$ cat src/rtl/cmdrx_pkg.sv
package cmdrx_pkg;
  localparam int NCAUSE = 4;
  localparam int C_CU_END  = 0;
  localparam int C_CU_STOP = 1;
  localparam int C_RU_FRM  = 2;
  localparam int C_RU_NORES = 3;

  localparam logic [1:0] CTL_NOP  = 2'd0;
  localparam logic [1:0] CTL_ACT  = 2'd1;
  localparam logic [1:0] CTL_RES  = 2'd2;
  localparam logic [1:0] CTL_STOP = 2'd3;

  typedef enum logic [1:0] {
    CU_IDLE   = 2'd0,
    CU_ACTIVE = 2'd1,
    CU_SUSP   = 2'd2
  } cu_st_e;

  typedef enum logic [1:0] {
    RU_IDLE  = 2'd0,
    RU_READY = 2'd1,
    RU_SUSP  = 2'd2,
    RU_NORES = 2'd3
  } ru_st_e;
endpackage

$ cat src/rtl/cmdrx_cu_fsm.sv
module cmdrx_cu_fsm
  import cmdrx_pkg::*;
#(
  parameter int IDX_W = 8
) (
  input  logic             clk,
  input  logic             rst,
  input  logic             wr,
  input  logic [1:0]       code,
  input  logic             halt,
  input  logic [IDX_W-1:0] ptr,
  input  logic             done,
  input  logic             last,
  output cu_st_e           state,
  output logic [IDX_W-1:0] idx,
  output logic             req,
  output logic             set_end,
  output logic             set_stop
);
  cu_st_e           st_q, st_d;
  logic [IDX_W-1:0] idx_q, idx_d;
  logic             pend_q, pend_d, halt_q, halt_d;
  logic             cmd;

  assign cmd = wr && (code != CTL_NOP);

  always_comb begin
    st_d     = st_q;
    idx_d    = idx_q;
    pend_d   = pend_q;
    halt_d   = halt_q;
    set_end  = 1'b0;
    set_stop = 1'b0;
    if (cmd) begin
      case (code)
        CTL_ACT: begin
          st_d   = CU_ACTIVE;
          idx_d  = ptr;
          pend_d = 1'b0;
        end
        CTL_RES: if (st_q == CU_SUSP) st_d = CU_ACTIVE;
        default: begin
          if (st_q == CU_ACTIVE) begin
            pend_d = 1'b1;
            halt_d = halt;
          end else if (st_q == CU_SUSP && halt) begin
            st_d = CU_IDLE;
          end
        end
      endcase
    end else if (st_q == CU_ACTIVE && done) begin
      if (last) begin
        st_d    = CU_IDLE;
        pend_d  = 1'b0;
        set_end = 1'b1;
      end else begin
        idx_d = idx_q + 1'b1;
        if (pend_q) begin
          st_d     = halt_q ? CU_IDLE : CU_SUSP;
          pend_d   = 1'b0;
          set_stop = 1'b1;
        end
      end
    end
  end

  always_ff @(posedge clk) begin
    if (rst) begin
      st_q   <= CU_IDLE;
      idx_q  <= '0;
      pend_q <= 1'b0;
      halt_q <= 1'b0;
    end else begin
      st_q   <= st_d;
      idx_q  <= idx_d;
      pend_q <= pend_d;
      halt_q <= halt_d;
    end
  end

  assign state = st_q;
  assign idx   = idx_q;
  assign req   = (st_q == CU_ACTIVE);

  p_start_r2: assert property (@(posedge clk) disable iff (rst)
    wr && code == CTL_ACT |=> st_q == CU_ACTIVE && idx_q == $past(ptr));
  p_step_r3: assert property (@(posedge clk) disable iff (rst)
    req && done && !last && !cmd |=> idx_q == IDX_W'($past(idx_q) + 1'b1));
  p_end_idle_r4: assert property (@(posedge clk) disable iff (rst)
    req && done && last && !cmd |=> st_q == CU_IDLE);
  p_resume_idle_r7: assert property (@(posedge clk) disable iff (rst)
    wr && code == CTL_RES && st_q == CU_IDLE |=> st_q == CU_IDLE);
endmodule

$ cat src/rtl/cmdrx_ru_fsm.sv
module cmdrx_ru_fsm
  import cmdrx_pkg::*;
#(
  parameter int IDX_W = 8
) (
  input  logic             clk,
  input  logic             rst,
  input  logic             wr,
  input  logic [1:0]       code,
  input  logic             halt,
  input  logic [IDX_W-1:0] ptr,
  input  logic             frame,
  input  logic             eol,
  output ru_st_e           state,
  output logic [IDX_W-1:0] idx,
  output logic             req,
  output logic             set_frm,
  output logic             set_nores
);
  ru_st_e           st_q, st_d;
  logic [IDX_W-1:0] idx_q, idx_d;
  logic             pend_q, pend_d, halt_q, halt_d;
  logic             cmd;

  assign cmd = wr && (code != CTL_NOP);

  always_comb begin
    st_d      = st_q;
    idx_d     = idx_q;
    pend_d    = pend_q;
    halt_d    = halt_q;
    set_frm   = 1'b0;
    set_nores = 1'b0;
    if (cmd) begin
      case (code)
        CTL_ACT: begin
          st_d   = RU_READY;
          idx_d  = ptr;
          pend_d = 1'b0;
        end
        CTL_RES: if (st_q == RU_SUSP) st_d = RU_READY;
        default: begin
          if (st_q == RU_READY) begin
            pend_d = 1'b1;
            halt_d = halt;
          end else if ((st_q == RU_SUSP || st_q == RU_NORES) && halt) begin
            st_d = RU_IDLE;
          end
        end
      endcase
    end else if (st_q == RU_READY && frame) begin
      set_frm = 1'b1;
      if (eol) begin
        st_d      = RU_NORES;
        pend_d    = 1'b0;
        set_nores = 1'b1;
      end else begin
        idx_d = idx_q + 1'b1;
        if (pend_q) begin
          st_d   = halt_q ? RU_IDLE : RU_SUSP;
          pend_d = 1'b0;
        end
      end
    end
  end

  always_ff @(posedge clk) begin
    if (rst) begin
      st_q   <= RU_IDLE;
      idx_q  <= '0;
      pend_q <= 1'b0;
      halt_q <= 1'b0;
    end else begin
      st_q   <= st_d;
      idx_q  <= idx_d;
      pend_q <= pend_d;
      halt_q <= halt_d;
    end
  end

  assign state = st_q;
  assign idx   = idx_q;
  assign req   = (st_q == RU_READY);

  p_frame_step_r8: assert property (@(posedge clk) disable iff (rst)
    req && frame && !eol && !cmd |=> idx_q == IDX_W'($past(idx_q) + 1'b1));
  p_nores_r9: assert property (@(posedge clk) disable iff (rst)
    req && frame && eol && !cmd |=> st_q == RU_NORES && $stable(idx_q));
  p_nores_hold_r9: assert property (@(posedge clk) disable iff (rst)
    st_q == RU_NORES && !(wr && (code == CTL_ACT || (code == CTL_STOP && halt)))
    |=> st_q == RU_NORES);
endmodule

$ cat src/rtl/cmdrx_irq.sv
module cmdrx_irq
  import cmdrx_pkg::*;
(
  input  logic              clk,
  input  logic              rst,
  input  logic              wr,
  input  logic [NCAUSE-1:0] ack,
  input  logic              mask_in,
  input  logic [NCAUSE-1:0] set,
  output logic [NCAUSE-1:0] cause,
  output logic              irq
);
  logic [NCAUSE-1:0] cause_q;
  logic              mask_q;

  for (genvar i = 0; i < NCAUSE; i++) begin : g_cause
    always_ff @(posedge clk) begin
      if (rst) cause_q[i] <= 1'b0;
      else     cause_q[i] <= set[i] | (cause_q[i] & ~(wr & ack[i]));
    end

    p_set_wins_r10: assert property (@(posedge clk) disable iff (rst)
      set[i] |=> cause_q[i]);
    p_w1c_r10: assert property (@(posedge clk) disable iff (rst)
      wr && ack[i] && !set[i] |=> !cause_q[i]);
  end

  always_ff @(posedge clk) begin
    if (rst)     mask_q <= 1'b0;
    else if (wr) mask_q <= mask_in;
  end

  assign cause = cause_q;
  assign irq   = (|cause_q) & ~mask_q;
endmodule

$ cat src/rtl/cmdrx_ctrl.sv
module cmdrx_ctrl
  import cmdrx_pkg::*;
#(
  parameter int IDX_W = 8
) (
  input  logic             clk,
  input  logic             rst,
  input  logic             host_wr,
  input  logic [1:0]       host_cu_code,
  input  logic             host_cu_halt,
  input  logic [1:0]       host_ru_code,
  input  logic             host_ru_halt,
  input  logic [IDX_W-1:0] host_ptr,
  input  logic [3:0]       host_ack,
  input  logic             host_mask,
  output logic             cu_req,
  output logic [IDX_W-1:0] cu_idx,
  input  logic             cu_done,
  input  logic             cu_last,
  output logic             ru_req,
  output logic [IDX_W-1:0] ru_idx,
  input  logic             ru_frame,
  input  logic             ru_eol,
  output logic [1:0]       cu_state,
  output logic [1:0]       ru_state,
  output logic [3:0]       cause,
  output logic             irq
);
  cu_st_e            cu_st;
  ru_st_e            ru_st;
  logic [NCAUSE-1:0] set;

  cmdrx_cu_fsm #(.IDX_W(IDX_W)) u_cu (
    .clk(clk), .rst(rst), .wr(host_wr), .code(host_cu_code), .halt(host_cu_halt),
    .ptr(host_ptr), .done(cu_done), .last(cu_last), .state(cu_st), .idx(cu_idx),
    .req(cu_req), .set_end(set[C_CU_END]), .set_stop(set[C_CU_STOP])
  );

  cmdrx_ru_fsm #(.IDX_W(IDX_W)) u_ru (
    .clk(clk), .rst(rst), .wr(host_wr), .code(host_ru_code), .halt(host_ru_halt),
    .ptr(host_ptr), .frame(ru_frame), .eol(ru_eol), .state(ru_st), .idx(ru_idx),
    .req(ru_req), .set_frm(set[C_RU_FRM]), .set_nores(set[C_RU_NORES])
  );

  cmdrx_irq u_irq (
    .clk(clk), .rst(rst), .wr(host_wr), .ack(host_ack), .mask_in(host_mask),
    .set(set), .cause(cause), .irq(irq)
  );

  assign cu_state = cu_st;
  assign ru_state = ru_st;

  p_reset_r1: assert property (@(posedge clk) rst |=> cu_state == 2'd0 && ru_state == 2'd0 && cause == 4'd0);
  p_prec_r11: assert property (@(posedge clk) disable iff (rst)
    host_wr && host_cu_code == CTL_ACT && cu_done && cu_last |=> !cause[C_CU_END] || $past(cause[C_CU_END] && !host_ack[C_CU_END]));
endmodule

$ cat config.mk
export PLATFORM = sky130hd
export DESIGN_NAME = cmdrx_ctrl
export DESIGN_NICKNAME = d
export VERILOG_FILES = /design/src/rtl/cmdrx_pkg.sv /design/src/rtl/cmdrx_cu_fsm.sv /design/src/rtl/cmdrx_ru_fsm.sv /design/src/rtl/cmdrx_irq.sv /design/src/rtl/cmdrx_ctrl.sv
export SDC_FILE = /design/constraint.sdc
export NUM_CORES = 1
export LEC_CHECK = 0
export ABC_AREA = 1
export BUFFER_PORTS_ARGS = -buffer_cell sky130_fd_sc_hd__buf_2
export CORE_ASPECT_RATIO = 0.75
export CORE_MARGIN = 5
export CORE_UTILIZATION = 53
export DETAILED_ROUTE_END_ITERATION = 10
export PLACE_DENSITY = 0.8
export SETUP_SLACK_MARGIN = 0.5
export SLEW_MARGIN = 20
export SYNTH_ARGS = -nofsm -noshare
export SYNTH_HDL_FRONTEND = slang
export SYNTH_SLANG_ARGS = --single-unit
$ cat constraint.sdc
create_clock -name clk -period 1.5 [get_ports clk]
set_input_delay 0.15 -clock clk [delete_from_list [all_inputs] [get_ports clk]]
set_output_delay 0.15 -clock clk [all_outputs]
set_load 0.02 [all_outputs]
Word-level counts from Yosys, hierarchy flattened

Index checks and enable logic that the tools add are counted.

Reduce and logical (&&, ||, !) cells: 24
Mux-type cells: 46
Equality and inequality tests: 23
Add/subtract/negate cells: 2
Bitwise gates (word level): 20

Operators with widths:

| cell                                                                    | count |
|---|---|
| 8-bit 2-to-1 mux                                                        | 8 |
| 2-bit 2-to-1 mux                                                        | 16 |
| 1-bit 2-to-1 mux                                                        | 18 |
| 3-bit AND reduction                                                     | 6 |
| 8-bit by 1-bit adder with 8-bit output, second input constant           | 2 |
| 4-bit inequality test, second input constant                            | 4 |
| 3-bit inequality test, second input constant                            | 4 |
| 2-bit equality test, second input constant                              | 5 |
| 5-bit AND reduction                                                     | 2 |
| 1-bit AND                                                               | 9 |
| 2-bit by 1-bit equality test with 1-bit output, second input constant   | 4 |
| 2-bit inequality test, second input constant                            | 4 |
| 2-bit one-hot mux with 2 select lines                                   | 2 |
| 2-bit nonzero test                                                      | 4 |
| 1-bit NOT                                                               | 7 |
| 1-bit logical AND                                                       | 6 |
| 3-bit nonzero test                                                      | 2 |
| 2-bit by 1-bit inequality test with 1-bit output, second input constant | 2 |
| 1-bit OR                                                                | 4 |
| 1-bit one-hot mux with 2 select lines                                   | 2 |
| 2-bit OR reduction                                                      | 2 |
| 4-bit OR reduction                                                      | 1 |
| 1-bit logical OR                                                        | 1 |

Bits in registers: 29
Logic and storage cells: 128

Depth between registers and ports, before layout

Word-level depth: 7
Depth in mapped cells: 11

Cells and area by module

From an unflattened synthesis, not the netlist that was laid out.

Cell total of the unflattened synthesis: 312
Area, all modules: 1970.6 µm²

By module, submodules not included:

| module       | cells an instance | times used | area each (µm²) |
|---|---|---|---|
| cmdrx_cu_fsm | 138               | 1          | 887.1 |
| cmdrx_ru_fsm | 146               | 1          | 885.8 |
| cmdrx_irq    | 28                | 1          | 197.7 |

Least setup slack after synthesis

Ideal clock, no wire load.

Path kind: register to register
Start point: register u_cu.st_q[0], in the netlist u_cu.state[0]
End point: register u_cu.pend_q
Arrival: 1.328 ns
Cell stages (with the launch flop): 6
Setup time: 0.134 ns
Clock period less this slack: 1.462 ns
Required time: 1.366 ns
Slack: 0.038 ns
Path through: dfxtp_1 inv_1 nor2_1 o21ai_0 o21ai_0 a21oi_1

Word-level cells in the longest chain between the ends: 4

RTL lines:

| item                                             | line               | text |
|---|---|---|
| start, declared                                  | cmdrx_cu_fsm.sv:20 | `cu_st_e st_q, st_d;` |
| start signal, assigned                           | cmdrx_cu_fsm.sv:74 | `st_q <= st_d;` |
| 2-bit by 1-bit equality test with 1-bit output * | --                 |  |
| net cu_req                                       | cmdrx_ctrl.sv:16   | `output logic cu_req,` |
| 1-bit logical AND                                | cmdrx_cu_fsm.sv:51 | `end else if (st_q == CU_ACTIVE && done) begin` |
| 2-bit nonzero test (no source line)              | --                 |  |
| 3-bit AND reduction (no source line) *           | --                 |  |
| end signal, assigned                             | cmdrx_cu_fsm.sv:76 | `pend_q <= pend_d;` |
| end, declared                                    | cmdrx_cu_fsm.sv:22 | `logic pend_q, pend_d, halt_q, halt_d;` |

The timed path passes the listed nets; every way through them passes the cells marked *.
A chain may end at the register's enable or synchronous reset.

Worst setup path after layout

Start point: register u_ru.st_q[0], in the netlist u_ru.state[0]
End point: register u_ru.st_q[1], in the netlist u_ru.state[1]

Word-level cells in the longest chain between the ends: 5

RTL lines:

| item                                          | line                                   | text |
|---|---|---|
| start, declared                               | cmdrx_ru_fsm.sv:20                     | `ru_st_e st_q, st_d;` |
| start signal, assigned                        | cmdrx_ru_fsm.sv:74                     | `st_q <= st_d;` |
| 2-bit equality test, on equally long branches | cmdrx_ru_fsm.sv:41, cmdrx_ru_fsm.sv:46 |  |
| 1-bit logical OR                              | cmdrx_ru_fsm.sv:46                     | `end else if ((st_q == RU_SUSP \|\| st_q == RU_NORES) && halt) begin` |
| 1-bit logical AND                             | cmdrx_ru_fsm.sv:46                     |  |
| 4-bit inequality test (no source line)        | --                                     |  |
| 5-bit AND reduction (no source line) *        | --                                     |  |

Mark *: on every way between the ends. The rest lies on a longest branch, timed or not.

==> metrics.yaml <==
synth:
  yosysSeqAreaShare: 0.294
  synth.avg_cell_area_um2: 6.37
  synth_area_um2: 1970
  synth_area_leaders: "dfxtp_1 (29%), nand2_1 (13%), inv_1 (8.7%)"
  yosysTopAreaCell: "dfxtp_1"
  yosysWarningCount: 0
  syn_nets: 344
  synth-seq-cells: 29
  netlist-cell-type-count: 34
  syn_inst: 310
  yosysTopAreaCellShare: 0.294
setup_path:
  critical_path.cell_chain: "inv_2 > nor2_4 > nand2_2 > nand2_4 > nand2_4 > nor2_4 > nand3_1 > nand2_1 > nor2_1"
  regToRegEndpoint: "u_ru.state[1]"
  r2r_start: "u_ru.state[0]"
  crit_slowest_cell: "dfxtp_4"
  start_kind: "register"
  path_buf_inv: 1
  crit_fanout: 4
  cp-startpoint: "u_ru.state[0]"
  timing.reg2reg.setup_slack_ps: 240
  reg2reg_depth: 9
  critPathTopFamily: "simple AND/OR/NAND/NOR gates"
  crit_required_ps: 1680
  cpPeakStageDelay_ps: 350
  crit_type: "reg -> reg"
  end_kind: "register"
  arrival_ps: 1440
global_routing:
  grt_pass1_vias: 2083
  track_usage: 0.240
  grt_first_pass_wirelength_um: 9670
  grt-ovfl-total: 0
  grt_antenna_before_repair: 0
  grt_max_degree: 14
drt:
  drc: 0
  routedWlPerCell_um: 14.9
  detail-route-antenna-nets: 0
  routed_wl_um: 6590
  vias: 2431
  drtIter0Drc: 201
  vias_per_cell: 5.49
  firstDrtPassIters: 5
finish:
  final_cell_mix: "nand2_1 (58), buf_4 (35), nor2_1 (32)"
  postLayoutCoreUtil: 0.858
  fin_area_um2: 3120
  finalNonFillerCells: 443
  area_growth_pct: 58.0
  final_common_cell: "nand2_1"
  layout-drive-gt1-share: 0.499
  n_antenna_cell: 0
  fin_nets: 424
floorplanning:
  rows: 19
  fp.dieW_um: 80.5
  die_y_um: 62.9
  ios: 53
  start_util: 0.543
  core-area_um2: 3640
  fp.dieArea_um2: 5060
power:
  power_switching_mw: 0.838
  seqPwrFrac: 0.382
  peakVddDrop_uv: 614
  netSwitchingFraction: 0.366
  p_int_mw: 1.45
  power.leakage_nw: 1.41
  clockPowerShare: 0.282
  p_comb_frac: 0.335
  power_density_nw_per_um2: 735
clock_network:
  clockBufferDepth: 2
  cts_buffers: 5
  path_clk_slew_ps: 70
  clkLatencyLatePin_ps: 290
  tritoncts: "built"
  cts_root_buffer: "clkbuf_8"
  cts_num_sinks: 29
  htreeDepth: 2
timing:
  slew_violations: 0
  fmax_mhz: 794
  tightest_slew_ps: 345
  setup_tns_ps: 0
  hold_violations: 0
  grt_setup_unrepaired: "yes"
  fin_crit_sh: 0.839
  max_slew_margin: 0.770
  fin_crit_ps: 1260
  setup_viol: 0
  fin_ws_ps: 241
  fin_skew_ps: 5.83
outcome:
  status: "finished clean"
min_path:
  hold_depth: 3
  min_from: "host_mask"
  min_to: "u_irq.mask_q"
  hold_path_class: "in -> reg"
place:
  place_hpwl_um: 3790
  dpl-instance-area_um2: 2440
  dp_slack_ps: 87.6
  portBuffers: 52
  place_inst: 411
  globalplace.congestion: 0.860
flow_run:
  cap_violations: 0
cells in the mapped netlist:
master	count
nor2_8	1
nor3_1	4
o211ai_1	1
clkinv_4	1
nand2_4	3
nand2_2	3
buf_6	4
buf_2	1
nor2_1	41
a31oi_1	2
ha_1	8
inv_1	46
clkinv_1	1
buf_8	1
nand2_1	68
nor2_2	2
clkbuf_1	1
nor2_4	1
or2_2	1
o21ai_0	27
a211oi_1	1
nand3b_1	2
a32oi_1	1
a21oi_2	1
o21ai_2	2
inv_2	3
nand4_1	7
o21ai_1	2
inv_4	1
o22ai_1	1
o21a_1	1
a21oi_1	19
dfxtp_1	29
nand3_1	23
per-layer routing:
layer  vias up  share of wire  global-route usage
li1       1162              -                   -
met4         0          0.032              0.0886
met1      1127           0.41               0.323
met3        27          0.069              0.0490
met2       115           0.49               0.375
met5         -              0                   0
final cells by class:
| cell class | count | area, um^2 |
|---|---|---|
| Clock buffer | 6 | 72.6 |
| Clock inverter | 2 | 10.0 |
| Fill cell | 215 | 518 |
| Inverter | 52 | 260 |
| Multi-Input combinational cell | 223 | 1490 |
| Sequential cell | 29 | 631 |
| Tap cell | 52 | 65.1 |
| Timing Repair Buffer | 79 | 596 |
cells by family after synthesis:
| kind of cell | count (synthesis) | share of synthesized area |
|---|---|---|
| AO/OA/AOI/OAI | 58 | 0.160 |
| adder cells (fa/ha/maj) | 8 | 0.0507 |
| buffers and inverters | 59 | 0.138 |
| flip-flops | 29 | 0.294 |
| AND/OR/NAND/NOR | 156 | 0.357 |
registers in the layout, indices dropped and copies added, names as in the netlist:
name,flops
u_irq.cause,4
u_ru.pend_q,1
u_ru.state,2
u_ru.halt_q,1
u_cu.pend_q,1
u_cu.state,2
u_cu.idx,8
u_irq.mask_q,1
u_ru.idx,8
u_cu.halt_q,1
power by group through the flow:
stage | registers [mW] | logic (mW) | clock network, mW
after floorplan | 0.924 | 0.353 | 0
after global placement | 0.883 | 0.532 | 0
after detailed placement | 0.884 | 0.537 | 0
after CTS | 0.872 | 0.639 | 0.652
after global routing | 0.883 | 0.827 | 0.709
final | 0.876 | 0.769 | 0.647
worst max-delay path by stage:
stage / depth (start not counted) / slack (ps) / endpoint
after floorplan: 9 / 210 / u_ru.state[1]
after global placement: 11 / 120 / u_cu.idx[2]
after detailed placement: 11 / 90 / u_cu.idx[2]
after CTS: 3 / 320 / irq
after global routing: 9 / 210 / u_ru.state[1]
final: 9 / 240 / u_ru.state[1]
metrics by stage:
stage | total power [mW] | hold WS (ps)
6_report | 2.29 | 96.7
4_1_cts | 2.16 | 92.8
3_3_place_gp | 1.42 | 394
5_1_grt | 2.42 | 114
2_1_floorplan | 1.28 | 285
3_5_place_dp | 1.42 | 391
tightest hold or removal path: cells and delay by family:
kind	cells	cell delay, ps
simple gates	2	120
buf+inv	1	80
repair_timing:
| action | 4_1_cts | 5_1_grt |
|---|---|---|
| setup buffers | 9 | 14 |
| pin swaps | 20 | 22 |
| cloned | 1 | 0 |
| hold buffers | 0 | 0 |
| setup endpoints to repair | 33 | 48 |
| resized for setup | 65 | 66 |
Note: power is estimated with default switching activity, not from simulation.
